`src/rtl/gpu_seq_pkg.sv`:
```
package gpu_seq_pkg;
  localparam int unsigned NR = 5;

  typedef enum logic [3:0] {
    S_IDLE, S_UP_ON, S_UP_PG, S_UP_HOLD,
    S_DN_RST, S_DN_OFF, S_DN_PG, S_DN_DWELL, S_DONE
  } seq_st_t;

  typedef logic [2:0] rail_idx_t;

  function automatic int unsigned max2(input int unsigned a, input int unsigned b);
    return (a > b) ? a : b;
  endfunction

  // logical "on" vector to pin levels; set mask bits mark active-low pins
  function automatic logic [NR-1:0] to_pins(input logic [NR-1:0] on_v,
                                            input logic [NR-1:0] low_mask);
    return on_v ^ low_mask;
  endfunction
endpackage

```
`src/rtl/pg_sync.sv`:
```
module pg_sync #(
  parameter int unsigned W = 5
) (
  input  logic         clk,
  input  logic         rst_n,
  input  logic [W-1:0] raw,
  output logic [W-1:0] sync
);
  logic [W-1:0] stage1;

  for (genvar b = 0; b < W; b++) begin : g_bit
    always_ff @(posedge clk or negedge rst_n) begin
      if (!rst_n) begin
        stage1[b] <= 1'b0;
        sync[b]   <= 1'b0;
      end else begin
        stage1[b] <= raw[b];
        sync[b]   <= stage1[b];
      end
    end
  end

  // warm-up count so the lag check never looks before reset
  logic [1:0] warm;
  always_ff @(posedge clk or negedge rst_n) begin
    if (!rst_n) warm <= 2'd0;
    else if (warm != 2'd2) warm <= warm + 2'd1;
  end

  assert_sync_lag_R11: assert property (@(posedge clk) disable iff (!rst_n)
    (warm == 2'd2) |-> (sync == $past(raw, 2)));
endmodule

```
`src/rtl/ms_timer.sv`:
```
module ms_timer #(
  parameter int unsigned W = 6
) (
  input  logic         clk,
  input  logic         rst_n,
  input  logic         restart,
  input  logic         tick,
  output logic [W-1:0] count
);
  localparam logic [W-1:0] CMAX = '1;

  always_ff @(posedge clk or negedge rst_n) begin
    if (!rst_n)                     count <= '0;
    else if (restart)               count <= '0;
    else if (tick && count != CMAX) count <= count + 1'b1;
  end

  assert_tmr_sat_R4: assert property (@(posedge clk) disable iff (!rst_n)
    (count == CMAX && !restart) |=> (count == CMAX));
endmodule

```
`src/rtl/gpu_rail_seq.sv`:
```
module gpu_rail_seq
  import gpu_seq_pkg::*;
#(
  parameter int unsigned T_UP_SLOW  = 20,
  parameter int unsigned T_UP_FAST  = 5,
  parameter int unsigned T_DN_WAIT  = 20,
  parameter int unsigned T_HOLD     = 1,
  parameter int unsigned T_RST_LEAD = 5,
  parameter int unsigned T_DW_FB    = 40,
  parameter int unsigned T_DW_PEX   = 10,
  parameter int unsigned T_DW_CORE  = 2,
  parameter int unsigned T_DW_3V3   = 4,
  parameter logic [4:0]  EN_LOW_MASK = 5'b10000
) (
  input  logic          clk,
  input  logic          rst_n,
  input  logic          ms_tick,
  input  logic          pwr_on_req,
  input  logic          pwr_off_req,
  input  logic [NR-1:0] pg_in,
  output logic [NR-1:0] rail_en,
  output logic          rails_good,
  output logic          gpu_rst_n,
  output logic          busy,
  output logic          done,
  output logic          timeout_err
);
  localparam int unsigned TMAX = max2(max2(max2(T_UP_SLOW, T_UP_FAST), max2(T_DN_WAIT, T_HOLD)),
                                      max2(max2(T_RST_LEAD, T_DW_FB),
                                           max2(max2(T_DW_PEX, T_DW_CORE), T_DW_3V3)));
  localparam int unsigned TW = $clog2(TMAX + 2);
  localparam rail_idx_t   LAST = rail_idx_t'(NR - 1);

  seq_st_t        st, st_nxt;
  rail_idx_t      idx;
  logic [NR-1:0]  en_q, pg_s;
  logic [TW-1:0]  tmr, limit;
  logic           tmr_exp, pg_ok, step_end, restart;

  function automatic logic [TW-1:0] up_bound(input rail_idx_t r);
    return (r < 3'd2) ? TW'(T_UP_SLOW) : TW'(T_UP_FAST);
  endfunction

  function automatic logic [TW-1:0] dwell_for(input rail_idx_t r);
    case (r)
      3'd4:    return TW'(T_DW_FB);
      3'd3:    return TW'(T_DW_PEX);
      3'd2:    return TW'(T_DW_CORE);
      3'd1:    return TW'(T_DW_3V3);
      default: return '0;
    endcase
  endfunction

  pg_sync #(.W(NR)) u_sync (.clk(clk), .rst_n(rst_n), .raw(pg_in), .sync(pg_s));

  ms_timer #(.W(TW)) u_tmr (.clk(clk), .rst_n(rst_n), .restart(restart),
                            .tick(ms_tick), .count(tmr));

  always_comb begin
    limit = '0;
    pg_ok = 1'b0;
    case (st)
      S_UP_PG:    begin limit = up_bound(idx);   pg_ok = pg_s[idx];  end
      S_UP_HOLD:  limit = TW'(T_HOLD);
      S_DN_RST:   limit = TW'(T_RST_LEAD);
      S_DN_PG:    begin limit = TW'(T_DN_WAIT);  pg_ok = !pg_s[idx]; end
      S_DN_DWELL: limit = dwell_for(idx);
      default:    limit = '0;
    endcase
    tmr_exp  = (tmr >= limit);
    step_end = pg_ok || tmr_exp;

    st_nxt = st;
    case (st)
      S_IDLE:     if (pwr_on_req) st_nxt = S_UP_ON;
                  else if (pwr_off_req) st_nxt = S_DN_RST;
      S_UP_ON:    st_nxt = S_UP_PG;
      S_UP_PG:    if (step_end) st_nxt = (idx == LAST) ? S_UP_HOLD : S_UP_ON;
      S_UP_HOLD:  if (step_end) st_nxt = S_DONE;
      S_DN_RST:   if (step_end) st_nxt = S_DN_OFF;
      S_DN_OFF:   st_nxt = S_DN_PG;
      S_DN_PG:    if (step_end) st_nxt = (idx == 3'd0) ? S_DONE : S_DN_DWELL;
      S_DN_DWELL: if (step_end) st_nxt = S_DN_OFF;
      default:    st_nxt = S_IDLE;
    endcase
  end

  assign restart = (st_nxt != st);

  always_ff @(posedge clk or negedge rst_n) begin
    if (!rst_n) begin
      st          <= S_IDLE;
      idx         <= '0;
      en_q        <= '0;
      rails_good  <= 1'b0;
      gpu_rst_n   <= 1'b0;
      timeout_err <= 1'b0;
    end else begin
      st <= st_nxt;
      case (st)
        S_IDLE: if (st_nxt != S_IDLE) begin
          timeout_err <= 1'b0;
          gpu_rst_n   <= 1'b0;
          if (st_nxt == S_UP_ON) begin
            rails_good <= 1'b0;
            idx        <= '0;
          end else begin
            idx <= LAST;
          end
        end
        S_UP_ON:  en_q[idx] <= 1'b1;
        S_UP_PG: if (step_end) begin
          if (!pg_ok) timeout_err <= 1'b1;
          if (idx != LAST) idx <= idx + 3'd1;
          else rails_good <= 1'b1;
        end
        S_UP_HOLD:  if (step_end) gpu_rst_n  <= 1'b1;
        S_DN_RST:   if (step_end) rails_good <= 1'b0;
        S_DN_OFF:   en_q[idx] <= 1'b0;
        S_DN_PG:    if (step_end && !pg_ok) timeout_err <= 1'b1;
        S_DN_DWELL: if (step_end) idx <= idx - 3'd1;
        default: ;
      endcase
    end
  end

  assign rail_en = to_pins(en_q, EN_LOW_MASK);
  assign busy    = (st != S_IDLE);
  assign done    = (st == S_DONE);

  for (genvar r = 1; r < NR; r++) begin : g_up_ord
    assert_up_order_R2: assert property (@(posedge clk) disable iff (!rst_n)
      $rose(en_q[r]) |-> en_q[r-1]);
  end
  for (genvar r = 0; r < NR - 1; r++) begin : g_dn_ord
    assert_dn_order_R7: assert property (@(posedge clk) disable iff (!rst_n)
      $fell(en_q[r]) |-> !en_q[r+1]);
  end

  assert_release_R5: assert property (@(posedge clk) disable iff (!rst_n)
    $rose(gpu_rst_n) |-> rails_good);
  assert_drop_R6: assert property (@(posedge clk) disable iff (!rst_n)
    $fell(rails_good) |-> !gpu_rst_n);
  assert_err_sticky_R9: assert property (@(posedge clk) disable iff (!rst_n)
    (timeout_err && (busy || !(pwr_on_req || pwr_off_req))) |=> timeout_err);
  assert_busy_hold_R10: assert property (@(posedge clk) disable iff (!rst_n)
    (busy && !done) |=> busy);
  assert_done_pulse_R12: assert property (@(posedge clk) disable iff (!rst_n)
    done |=> (!done && !busy));
endmodule

```
`config.mk`:
```
export PLATFORM = sky130hd
export DESIGN_NAME = gpu_rail_seq
export DESIGN_NICKNAME = d
export VERILOG_FILES = /design/src/rtl/gpu_seq_pkg.sv /design/src/rtl/pg_sync.sv /design/src/rtl/ms_timer.sv /design/src/rtl/gpu_rail_seq.sv
export SDC_FILE = /design/constraint.sdc
export NUM_CORES = 1
export LEC_CHECK = 0
export ABC_AREA = 1
export BUFFER_PORTS_ARGS = -buffer_cell sky130_fd_sc_hd__buf_4
export CAP_MARGIN = 5
export CORE_MARGIN = 2
export CORE_UTILIZATION = 59
export CTS_CLUSTER_DIAMETER = 50
export CTS_CLUSTER_SIZE = 28
export DETAILED_ROUTE_END_ITERATION = 7
export GPL_ROUTABILITY_DRIVEN = 0
export PLACE_DENSITY = 0.91
export SKIP_LAST_GASP = 1
export SLEW_MARGIN = 20
export SYNTH_ARGS = -nofsm -noshare
export SYNTH_HDL_FRONTEND = slang
export SYNTH_SLANG_ARGS = --single-unit
```
`constraint.sdc`:
```
create_clock -name clk -period 3.25 [get_ports clk]
set_input_delay 0.65 -clock clk [delete_from_list [all_inputs] [get_ports clk]]
set_output_delay 0.65 -clock clk [all_outputs]
set_load 0.05 [all_outputs]
```
After elaboration in Yosys (flattened, before gate mapping)

Cells that the tools add are included.

Add/subtract/negate cells: 3
Multiply operators: 0
Div/mod/pow operators: 0
Order comparisons: 4
Eq/ne operators: 26
Shift-type cells: 0
Muxes and demuxes: 39
Bitwise operators: 4
Reduce and logical (&&, ||, !) cells: 21

Operator list:

| operator                                                               | count |
|---|---|
| 6-bit case mux with 5 select lines                                     | 1 |
| 4-bit 2-to-1 mux                                                       | 7 |
| 4-bit case mux with 7 select lines                                     | 1 |
| 6-bit case mux with 4 select lines                                     | 1 |
| 2-bit inequality test (second input constant)                          | 10 |
| 4-bit by 3-bit equality test with 1-bit output (second input constant) | 4 |
| 3-bit 2-to-1 mux                                                       | 5 |
| 1-bit 2-to-1 mux                                                       | 12 |
| 6-bit 2-to-1 mux                                                       | 2 |
| 5-bit case mux with 2 select lines                                     | 1 |
| 5-bit AND reduction                                                    | 2 |
| 3-bit case mux with 3 select lines                                     | 1 |
| 3-bit nonzero test                                                     | 3 |
| 4-bit by 1-bit equality test with 1-bit output (second input constant) | 2 |
| 4-bit by 2-bit equality test with 1-bit output (second input constant) | 2 |
| 4-bit nonzero test                                                     | 2 |
| 6-bit by 1-bit adder with 6-bit output (second input constant)         | 1 |
| 3-bit by 2-bit equality test with 1-bit output (second input constant) | 2 |
| 6-bit greater-or-equal comparator                                      | 1 |
| 6-bit inequality test (second input constant)                          | 1 |
| 1-bit case mux with 3 select lines                                     | 2 |
| 6-bit AND reduction                                                    | 1 |
| 2-bit nonzero test                                                     | 3 |
| 5-bit AND                                                              | 1 |
| 25 further kinds                                                       | 29 |

Register bits after elaboration: 31
Latch bits: 0
Memory bits (writable): 0
Memory bits (read-only): 0
Input port bits: 10
Output and inout bits: 10
Logic and storage cells: 114
Memories: 0

Longest topological paths before layout

Gate-level depths: netlist of the first run.

Depth in word-level cells: 11
Depth in mapped cells: 22
Depth with buffers taken out: 22

Hierarchy

From an unflattened synthesis of the first run, not the netlist that was laid out.

Cells, all modules: 255
Area total of the unflattened synthesis: 1980.6 sq um

By module, submodules not included:

| module       | instances | cells an instance | area an instance (sq um) |
|---|---|---|---|
| gpu_rail_seq | 1         | 193               | 1343.8 |
| ms_timer     | 1         | 52                | 386.6 |
| pg_sync      | 1         | 10                | 250.2 |

Worst setup path before layout of the first run

No wires, ideal clock.

Path kind: register to register
From: reg idx[0]
To: reg u_tmr.count[0]
Arrival: 2566 ps
Data required time: 3181 ps
Setup slack: 615 ps
Cell stages (with the launch flop): 21
Cell sequence: dfrtp_1 -> inv_2 -> ha_1 -> nand2_1 -> nand2_1 -> o21ai_0 -> o21ai_0 -> nand2_1 -> ha_1 -> o21ai_0 -> a21oi_1 -> nor2_1 -> nand3_4 -> nand2_4 -> nand2_4 -> nand3_2 -> nand2_4 -> nand2_4 -> xor2_2 -> nand2_4 -> nor2_2

Word-level cells in the longest chain between the ends: 9

Ends and longest elaborated chain:

| item                                                                                           | RTL line                               | source |
|---|---|---|
| start: declaration                                                                             | gpu_rail_seq.sv:35                     | `rail_idx_t idx;` |
| start signal: assignment                                                                       | gpu_rail_seq.sv:114                    | `if (idx != LAST) idx <= idx + 3'd1;` |
| start signal: assignment                                                                       | gpu_rail_seq.sv:121                    | `S_DN_DWELL: if (step_end) idx <= idx - 3'd1;` |
| 3-bit by 2-bit less-than comparator with 1-bit output (tied with other cells)                  | gpu_rail_seq.sv:41                     | `return (r < 3'd2) ? TW'(T_UP_SLOW) : TW'(T_UP_FAST);` |
| 5-bit 2-to-1 mux (tied with other cells)                                                       | gpu_rail_seq.sv:41                     |  |
| 6-bit case mux with 5 select lines / 1-bit zero test (equally long branches)                   | gpu_rail_seq.sv:62, gpu_rail_seq.sv:66 |  |
| 6-bit greater-or-equal comparator / 1-bit case mux with 2 select lines (equally long branches) | gpu_rail_seq.sv:70, gpu_rail_seq.sv:62 |  |
| 1-bit logical OR                                                                               | gpu_rail_seq.sv:71                     | `step_end = pg_ok \|\| tmr_exp;` |
| 4-bit 2-to-1 mux (on tied branches)                                                            | n/a                                    |  |
| 4-bit case mux with 7 select lines *                                                           | gpu_rail_seq.sv:74                     | `case (st)` |
| net st_nxt[0]                                                                                  | gpu_rail_seq.sv:34                     | `seq_st_t st, st_nxt;` |
| 4-bit inequality test *                                                                        | gpu_rail_seq.sv:88                     | `assign restart = (st_nxt != st);` |
| 6-bit 2-to-1 mux / 2-bit nonzero test (equally long branches)                                  | n/a                                    |  |
| end signal: assignment                                                                         | ms_timer.sv:15                         | `else if (tick && count != CMAX) count <= count + 1'b1;` |
| end: declaration                                                                               | ms_timer.sv:8                          | `output logic [W-1:0] count` |

The timed path passes the listed nets; every way through them passes the cells marked *. The select of a mux whose other input is x is not followed.
A chain may end at the register's enable or synchronous reset.

Worst setup path in the final report of the first run

From: reg st[2]
To: reg u_tmr.count[3]

Word-level cells in the longest chain between the ends: 8

Ends and longest elaborated chain:

| item                                                                                                                    | RTL line                               | source |
|---|---|---|
| start: declaration                                                                                                      | gpu_rail_seq.sv:34                     |  |
| start signal: assignment                                                                                                | gpu_rail_seq.sv:99                     | `st <= st_nxt;` |
| 4-bit by 3-bit equality test with 1-bit output / 4-bit by 2-bit equality test with 1-bit output (equally long branches) | gpu_rail_seq.sv:62, gpu_rail_seq.sv:74 |  |
| 6-bit case mux with 5 select lines                                                                                      | gpu_rail_seq.sv:62                     | `case (st)` |
| 6-bit greater-or-equal comparator                                                                                       | gpu_rail_seq.sv:70                     | `tmr_exp = (tmr >= limit);` |
| 1-bit logical OR                                                                                                        | gpu_rail_seq.sv:71                     |  |
| 4-bit 2-to-1 mux (on tied branches)                                                                                     | n/a                                    |  |
| 4-bit case mux with 7 select lines *                                                                                    | gpu_rail_seq.sv:74                     |  |
| net st_nxt[3]                                                                                                           | gpu_rail_seq.sv:34                     |  |
| 4-bit inequality test *                                                                                                 | gpu_rail_seq.sv:88                     |  |
| 6-bit 2-to-1 mux / 2-bit nonzero test (equally long branches)                                                           | n/a                                    |  |

The timed path passes the listed nets; every way through them passes the cells marked *.

==> run summary, run 1 <==
final wirelength = 3.78 mm
n_diodes = 0
Rows = 21
Syn Nets = 257
number of global-route vias before repair = 1378
GRT overflow = 0
Synth Register Bits = 31
async set-or-reset flop fraction in the synthesized netlist = 100%
DPL Wire Length = 2.86 mm
Worst Path Max Fanout = 9
Synth Area per Inst = 8.50 µm²
CP Capture Type = flip-flop
drt via density = 5.18
CTS root buf = clkbuf_4
Power Total = 2530 µW
run status = finished, final reports clean
CP Launch Type = flip-flop
Fillers = 262
Yosys cell types = 40
core area = 3280 µm²
Remaining DRCs = 0
Pwr per Cell Area = 1130 nW/µm²
Mapped Area = 1990 µm²
clk_skew = 0.0203 ns
Final setup violation count = 0
clock buffer depth = 2
yosys warns = 0
# resized after CTS = 0
slowest CP cell = dfrtp_1
clk sink count = 31
Post-synth EDFFs = 0
GRT Overall Usage = 22.2%
ANT nets after route = 0
count of input and output buffers = 19
Final Hold Fails = 0
register area = 777 µm²
multi-input logic area = 1050 µm²
Post-CTS Setup Inserts = 0
share of post-route cells with drive strength above 1 = 27.6%
crit-path max cell delay = 0.53 ns
Slew Limit Headroom = 72.6%
Nets = 276
crit-path most repeated cell = nor2_2
cell taking the most area after synthesis = dfrtp_1
Synth top area share = 39.0%
Final Slew Violations = 0
Peak Freq = 335 MHz
initial core utilization = 60.5%
hold_ws = 0.207 ns
wire length per cell = 12.6 µm
worst-path cell chain = inv_2 > nor2_2 > nand2_1 > inv_2 > a211oi_1 > ha_1 > nand4_1 > a21oi_1 > nor2_2 > nand3_4 > nand2_1 > o21ai_2 > nor3_1 > nand2_1 > nor2_2 > nand2_4 > nor2_2
clk slew on worst S/H paths = 0.11 ns
antenna violations before repair = 0
required time worst endpoint = 3.53 ns
Worst setup startpoint = st[2]
full die area = 3850 µm²
routed vias = 1553
Leak = 0.00111 µW
drt pass-1 iters = 4
Worst R2R Path Depth = 17
Worst-Skew Late Latency = 0.34 ns
Setup Crit Path Kind = flip-flop to flip-flop
Worst R2R Start = st[2]
Post-Syn Instances = 234
Die Wd = 62.1 µm
number of H-tree levels = 2
Max Cap Viol = 0
Least-Margin Pin Slew = 0.411 ns
post-synthesis sequential area ratio = 39.0%
largest net degree at the start of global routing = 32
main flop type after synthesis = dfrtp_1
Critical Path AT = 3.26 ns
HP Class = input pin to async pin
hold_buf cts = 0
CTS tree = built
cts bufs inserted = 5
Synth-to-Final Area Change = 12.5%
maximum vdd drop = 702 µV
period utilization = 91.8%
Iter 0 DRT Violations = 105
IO Count = 20
Die H = 62.1 µm
synth top area cells = dfrtp_1 (39%), nand2_1 (8.7%), ha_1 (8.2%)
first-pass GRT wire length = 6.15 mm
Period minus WS final = 2.98 ns
synthesized netlist by cell type (all sizes together) (2+ instances only):
cell type / instances
nand2: 54
inv: 32
dfrtp: 31
nor2: 27
o21ai: 18
ha: 13
nand3: 13
a21oi: 7
nand4: 7
buf: 6
xor2: 5
nor3: 4
nor4: 2
xnor2: 2
final cells by class:
class	count	share of cell area (%)
Clock buffer	6	2.29
Clock inverter	2	1.57
Inverter	32	5.37
Multi-Input combinational cell	164	47.1
Sequential cell	31	34.7
Tap cell	46	2.57
Timing Repair Buffer	19	6.38
per-stage QoR:
| step | TNS, ns | instance area, µm² | utilization, % | std cells | setup WS (ns) |
|---|---|---|---|---|---|
| finish | 0 | 2240 | 68.1 | 300 | 0.268 |
| global route | -0.0452 | 2240 | 68.1 | 300 | -0.0330 |
| CTS | 0 | 2230 | 67.8 | 300 | 0.200 |
| detailed placement | 0 | 2140 | 65.2 | 292 | 0.240 |
| global placement | 0 | 2140 | 65.2 | 292 | 0.314 |
| floorplan | 0 | 1990 | - | 234 | 0.615 |
routing by layer:
metal  wire length [µm]  vias to the layer above  track usage, %
met5                  0                        -               0
met3                207                        7            5.59
met4                 59                        0            7.29
li1                   -                      796               -
met1               1710                      708            30.7
met2               1800                       42            34.1
worst paths after layout:
kind	slack, ns	end
setup / recovery	0.27	u_tmr.count[3]
hold / removal	0.21	u_tmr.count[2]
setup reg to reg	0.27	u_tmr.count[3]
hold reg to reg	0.35	u_sync.sync[1]
max in group asynchronous	2.72	idx[0]
min in group clk	0.35	u_sync.sync[1]
power breakdown:
part	leakage, µW	internal [µW]	switching (µW)
clock network	0.0000482	182	136
logic	0.000671	518	1100
registers	0.000391	480	115
total	0.00111	1180	1350
cells by family (layout without fill, tap and decap cells):
kind of cell	after synthesis	in the layout	synth area share, %
and+or+nand+nor	109	109	29.8
xor gates and xnor gates	7	7	3.46
adders and majority gates	13	13	8.18
buffers and inverters	39	59	8.37
AOI/OAI and AO/OA	34	34	10.7
muxes	1	1	0.503
DFF	31	31	39.0
cell usage in the layout (no fill, tap or decap), drive strengths merged:
cell / Yosys / layout
nor3: 4 / 4
o221ai: 1 / 1
and3: 1 / 1
xnor2: 2 / 2
o2111a: 1 / 1
clkbuf: 1 / 6
nor4: 2 / 2
and2: 1 / 1
o211ai: 1 / 1
o21ai: 18 / 18
clkinv: 0 / 1
o31ai: 1 / 1
inv: 32 / 32
bufinv: 0 / 1
xor2: 5 / 5
a211oi: 1 / 1
nor2: 27 / 27
nand4: 7 / 7
dfrtp: 31 / 31
buf: 6 / 19
a31oi: 1 / 1
nand2: 54 / 54
a21oi: 7 / 7
mux2i: 1 / 1
a22oi: 1 / 1
ha: 13 / 13
o21a: 1 / 1
nand3: 13 / 13
o22ai: 1 / 1
worst max-delay path: cells and delay by family, from the launching register on:
family / cells / cell delay (ns)
AOI/OAI and AO/OA: 3 / 0.41
DFF: 1 / 0.53
adders and majority gates: 1 / 0.28
buffers and inverters: 2 / 0.27
and+or+nand+nor: 11 / 1.43
Power figures use the tool's default switching activity.
==> run 2: changes to the inputs <==
--- a/config.mk
+++ b/config.mk
@@ -5,16 +5,16 @@
 export SDC_FILE = /design/constraint.sdc
 export NUM_CORES = 1
 export LEC_CHECK = 0
-export ABC_AREA = 1
+export ABC_AREA = 0
 export BUFFER_PORTS_ARGS = -buffer_cell sky130_fd_sc_hd__buf_4
 export CAP_MARGIN = 5
 export CORE_MARGIN = 2
-export CORE_UTILIZATION = 59
+export CORE_UTILIZATION = 58
 export CTS_CLUSTER_DIAMETER = 50
 export CTS_CLUSTER_SIZE = 28
 export DETAILED_ROUTE_END_ITERATION = 7
 export GPL_ROUTABILITY_DRIVEN = 0
-export PLACE_DENSITY = 0.91
+export PLACE_DENSITY = 0.9
 export SKIP_LAST_GASP = 1
 export SLEW_MARGIN = 20
 export SYNTH_ARGS = -nofsm -noshare
==> run summary, run 2 <==
run status = finished, final reports clean
IO Count = 20
Setup Crit Path Kind = flip-flop to flip-flop
met3 Use GR = 6.88%
Final Hold Fails = 0
GRT overflow = 0
CP Capture Type = flip-flop
Placed Cells = 285
largest family of logic cells by synthesized area = simple AND/OR/NAND/NOR gates
Period minus WS final = 3.15 ns
Remaining DRCs = 0
Post-Syn Instances = 219
Syn Nets = 242
core area = 3280 µm²
post-synthesis sequential area ratio = 39.6%
full die area = 3860 µm²
maximum vdd drop = 891 µV
Synth Register Bits = 31
hold_buf cts = 0
antenna violations before repair = 0
placed instance area = 2200 µm²
Worst-Skew Late Latency = 0.35 ns
Final Slew Violations = 0
HP Class = input pin to async pin
ANT nets after route = 0
Rows = 21
drt via density = 6.07
number of global-route vias before repair = 1660
period utilization = 96.8%
cts bufs inserted = 5
Synth top area share = 39.6%
share of post-route cells with drive strength above 1 = 26.9%
Worst Path Max Fanout = 5
Synth Area per Inst = 8.95 µm²
Fillers = 253
Die Wd = 62.1 µm
post-synthesis compound-gate area fraction = 17.4%
Leak = 0.00110 µW
post-synthesis adder-cell area fraction = 8.30%
largest net degree at the start of global routing = 32
count leader, synth = dfrtp_1
Yosys cell types = 51
drt pass-1 iters = 5
n_diodes = 0
Post-synth EDFFs = 0
Slew Limit Headroom = 60.0%
commonest non-fill, non-tap cell in the layout = buf_4
Nets = 275
DPL Wire Length = 3.26 mm
yosys warns = 0
met2 usage = 44.0%
async set-or-reset flop fraction in the synthesized netlist = 100%
routed vias = 1816
Least-Margin Pin Slew = 0.595 ns
Most Crowded Layer GR = met2
top post-synthesis cells by count = dfrtp_1 (31), nand2_1 (26), nor2_1 (25)
main flop type after synthesis = dfrtp_1
count of input and output buffers = 19
GR Layer Usage met1 = 33.1%
wire length per cell = 16.4 µm
required time worst endpoint = 3.47 ns
Synth-to-Final Area Change = 20.9%
Die H = 62.1 µm
Max Cap Viol = 0
Mapped Area = 1960 µm²
Peak Freq = 318 MHz
first-pass GRT wire length = 7.91 mm
Final setup violation count = 0
Critical Path AT = 3.37 ns
Pwr per Cell Area = 1240 nW/µm²
post-layout instance area = 2370 µm²
number of H-tree levels = 2
CTS root buf = clkbuf_4
final wirelength = 4.91 mm
initial core utilization = 59.7%
post-synthesis simple-gate area fraction = 23.3%
cell taking the most area after synthesis = dfrtp_1
CTS tree = built
Setup TNS = 0 ns
GRT Overall Usage = 26.3%
clk slew on worst S/H paths = 0.12 ns
clk sink count = 31
mux contribution to synthesized area = 2.68%
XOR/XNOR share of the synthesized area = 2.68%
CP Launch Type = flip-flop
hold_ws = 0.194 ns
synth top area cells = dfrtp_1 (40%), ha_1 (8.3%), nand2_1 (5.0%)
final cell count without fillers = 299
clock buffer depth = 2
most frequent cells in the layout = buf_4 (40), dfrtp_1 (30), nand2_1 (26), nor2_1 (24), ha_1 (12)
clk_skew = 0.0173 ns
Iter 0 DRT Violations = 155
## run 2: where the power goes
group          switching (µW)  leakage, µW  internal (µW)
clock                     145    0.0000482            182
combinational            1180     0.000664            835
sequential               99.1     0.000390            490
## run 2: path summary, 6_finish.rpt
path                                        from                to  slack [ns]  depth (start not counted)
worst max-delay path                      idx[1]         gpu_rst_n        0.10                         13
worst min-delay path                       rst_n    u_tmr.count[0]        0.19                          1
worst max register to register            idx[1]         gpu_rst_n        0.10                         13
worst min register to register  u_sync.stage1[1]    u_sync.sync[1]        0.36                          0
max in group asynchronous                  rst_n  u_sync.stage1[2]        2.75                          1
min in group clk                u_sync.stage1[1]    u_sync.sync[1]        0.36                          0
## run 2: worst max-delay path, stage by stage (launching register included)
cell      delay, ns
dfrtp_1        0.44
buf_4          0.15
ha_1           0.21
ha_1           0.22
o21a_1         0.12
o311ai_2       0.21
ha_1           0.28
nand2_1        0.09
o21ai_2        0.07
a21oi_4        0.21
nor2_1         0.08
or4_1          0.55
a41oi_1        0.30
nor2_1         0.09
## run 2: layout make-up
cell class	instances	area, µm²	share of cell area (%)
inverters	13	48.8	2.06
flip-flops and latches	31	777	32.8
multi-input cells	161	1100	46.4
repair buffers	40	300	12.7
clock inverters	2	35.0	1.48
well taps	46	57.6	2.43
clock buffers	6	51.3	2.16
## run 2: stage by stage
stage	utilization, %	setup WS, ns	power, µW
finish	72.2	0.103	2930
global route	72.2	-0.0838	3130
CTS	69.9	0.0472	2730
detailed placement	67.0	0.0200	2360
global placement	67.0	0.195	2300
floorplan	-	0.0542	1850
## run 2: what timing repair did
| item | CTS | global route |
|---|---|---|
| resized for setup | 1 | 10 |
| buffers inserted | 1 | 5 |
| cloned | 0 | 0 |
| setup endpoints to repair | 1 | 10 |
| pin swaps | 1 | 9 |
## run 2: cell families after synthesis
kind of cell | count (synthesis)
flip-flops | 31
adder cells (fa/ha/maj) | 13
buffers and inverters | 27
multiplexers | 5
AO/OA/AOI/OAI | 47
XOR/XNOR | 6
AND/OR/NAND/NOR | 90
## run 2: per-layer routing
metal	up-vias	wire [µm]
li1	832	-
met1	869	1860
met2	104	2450
met3	11	483
met4	0	115
met5	-	0
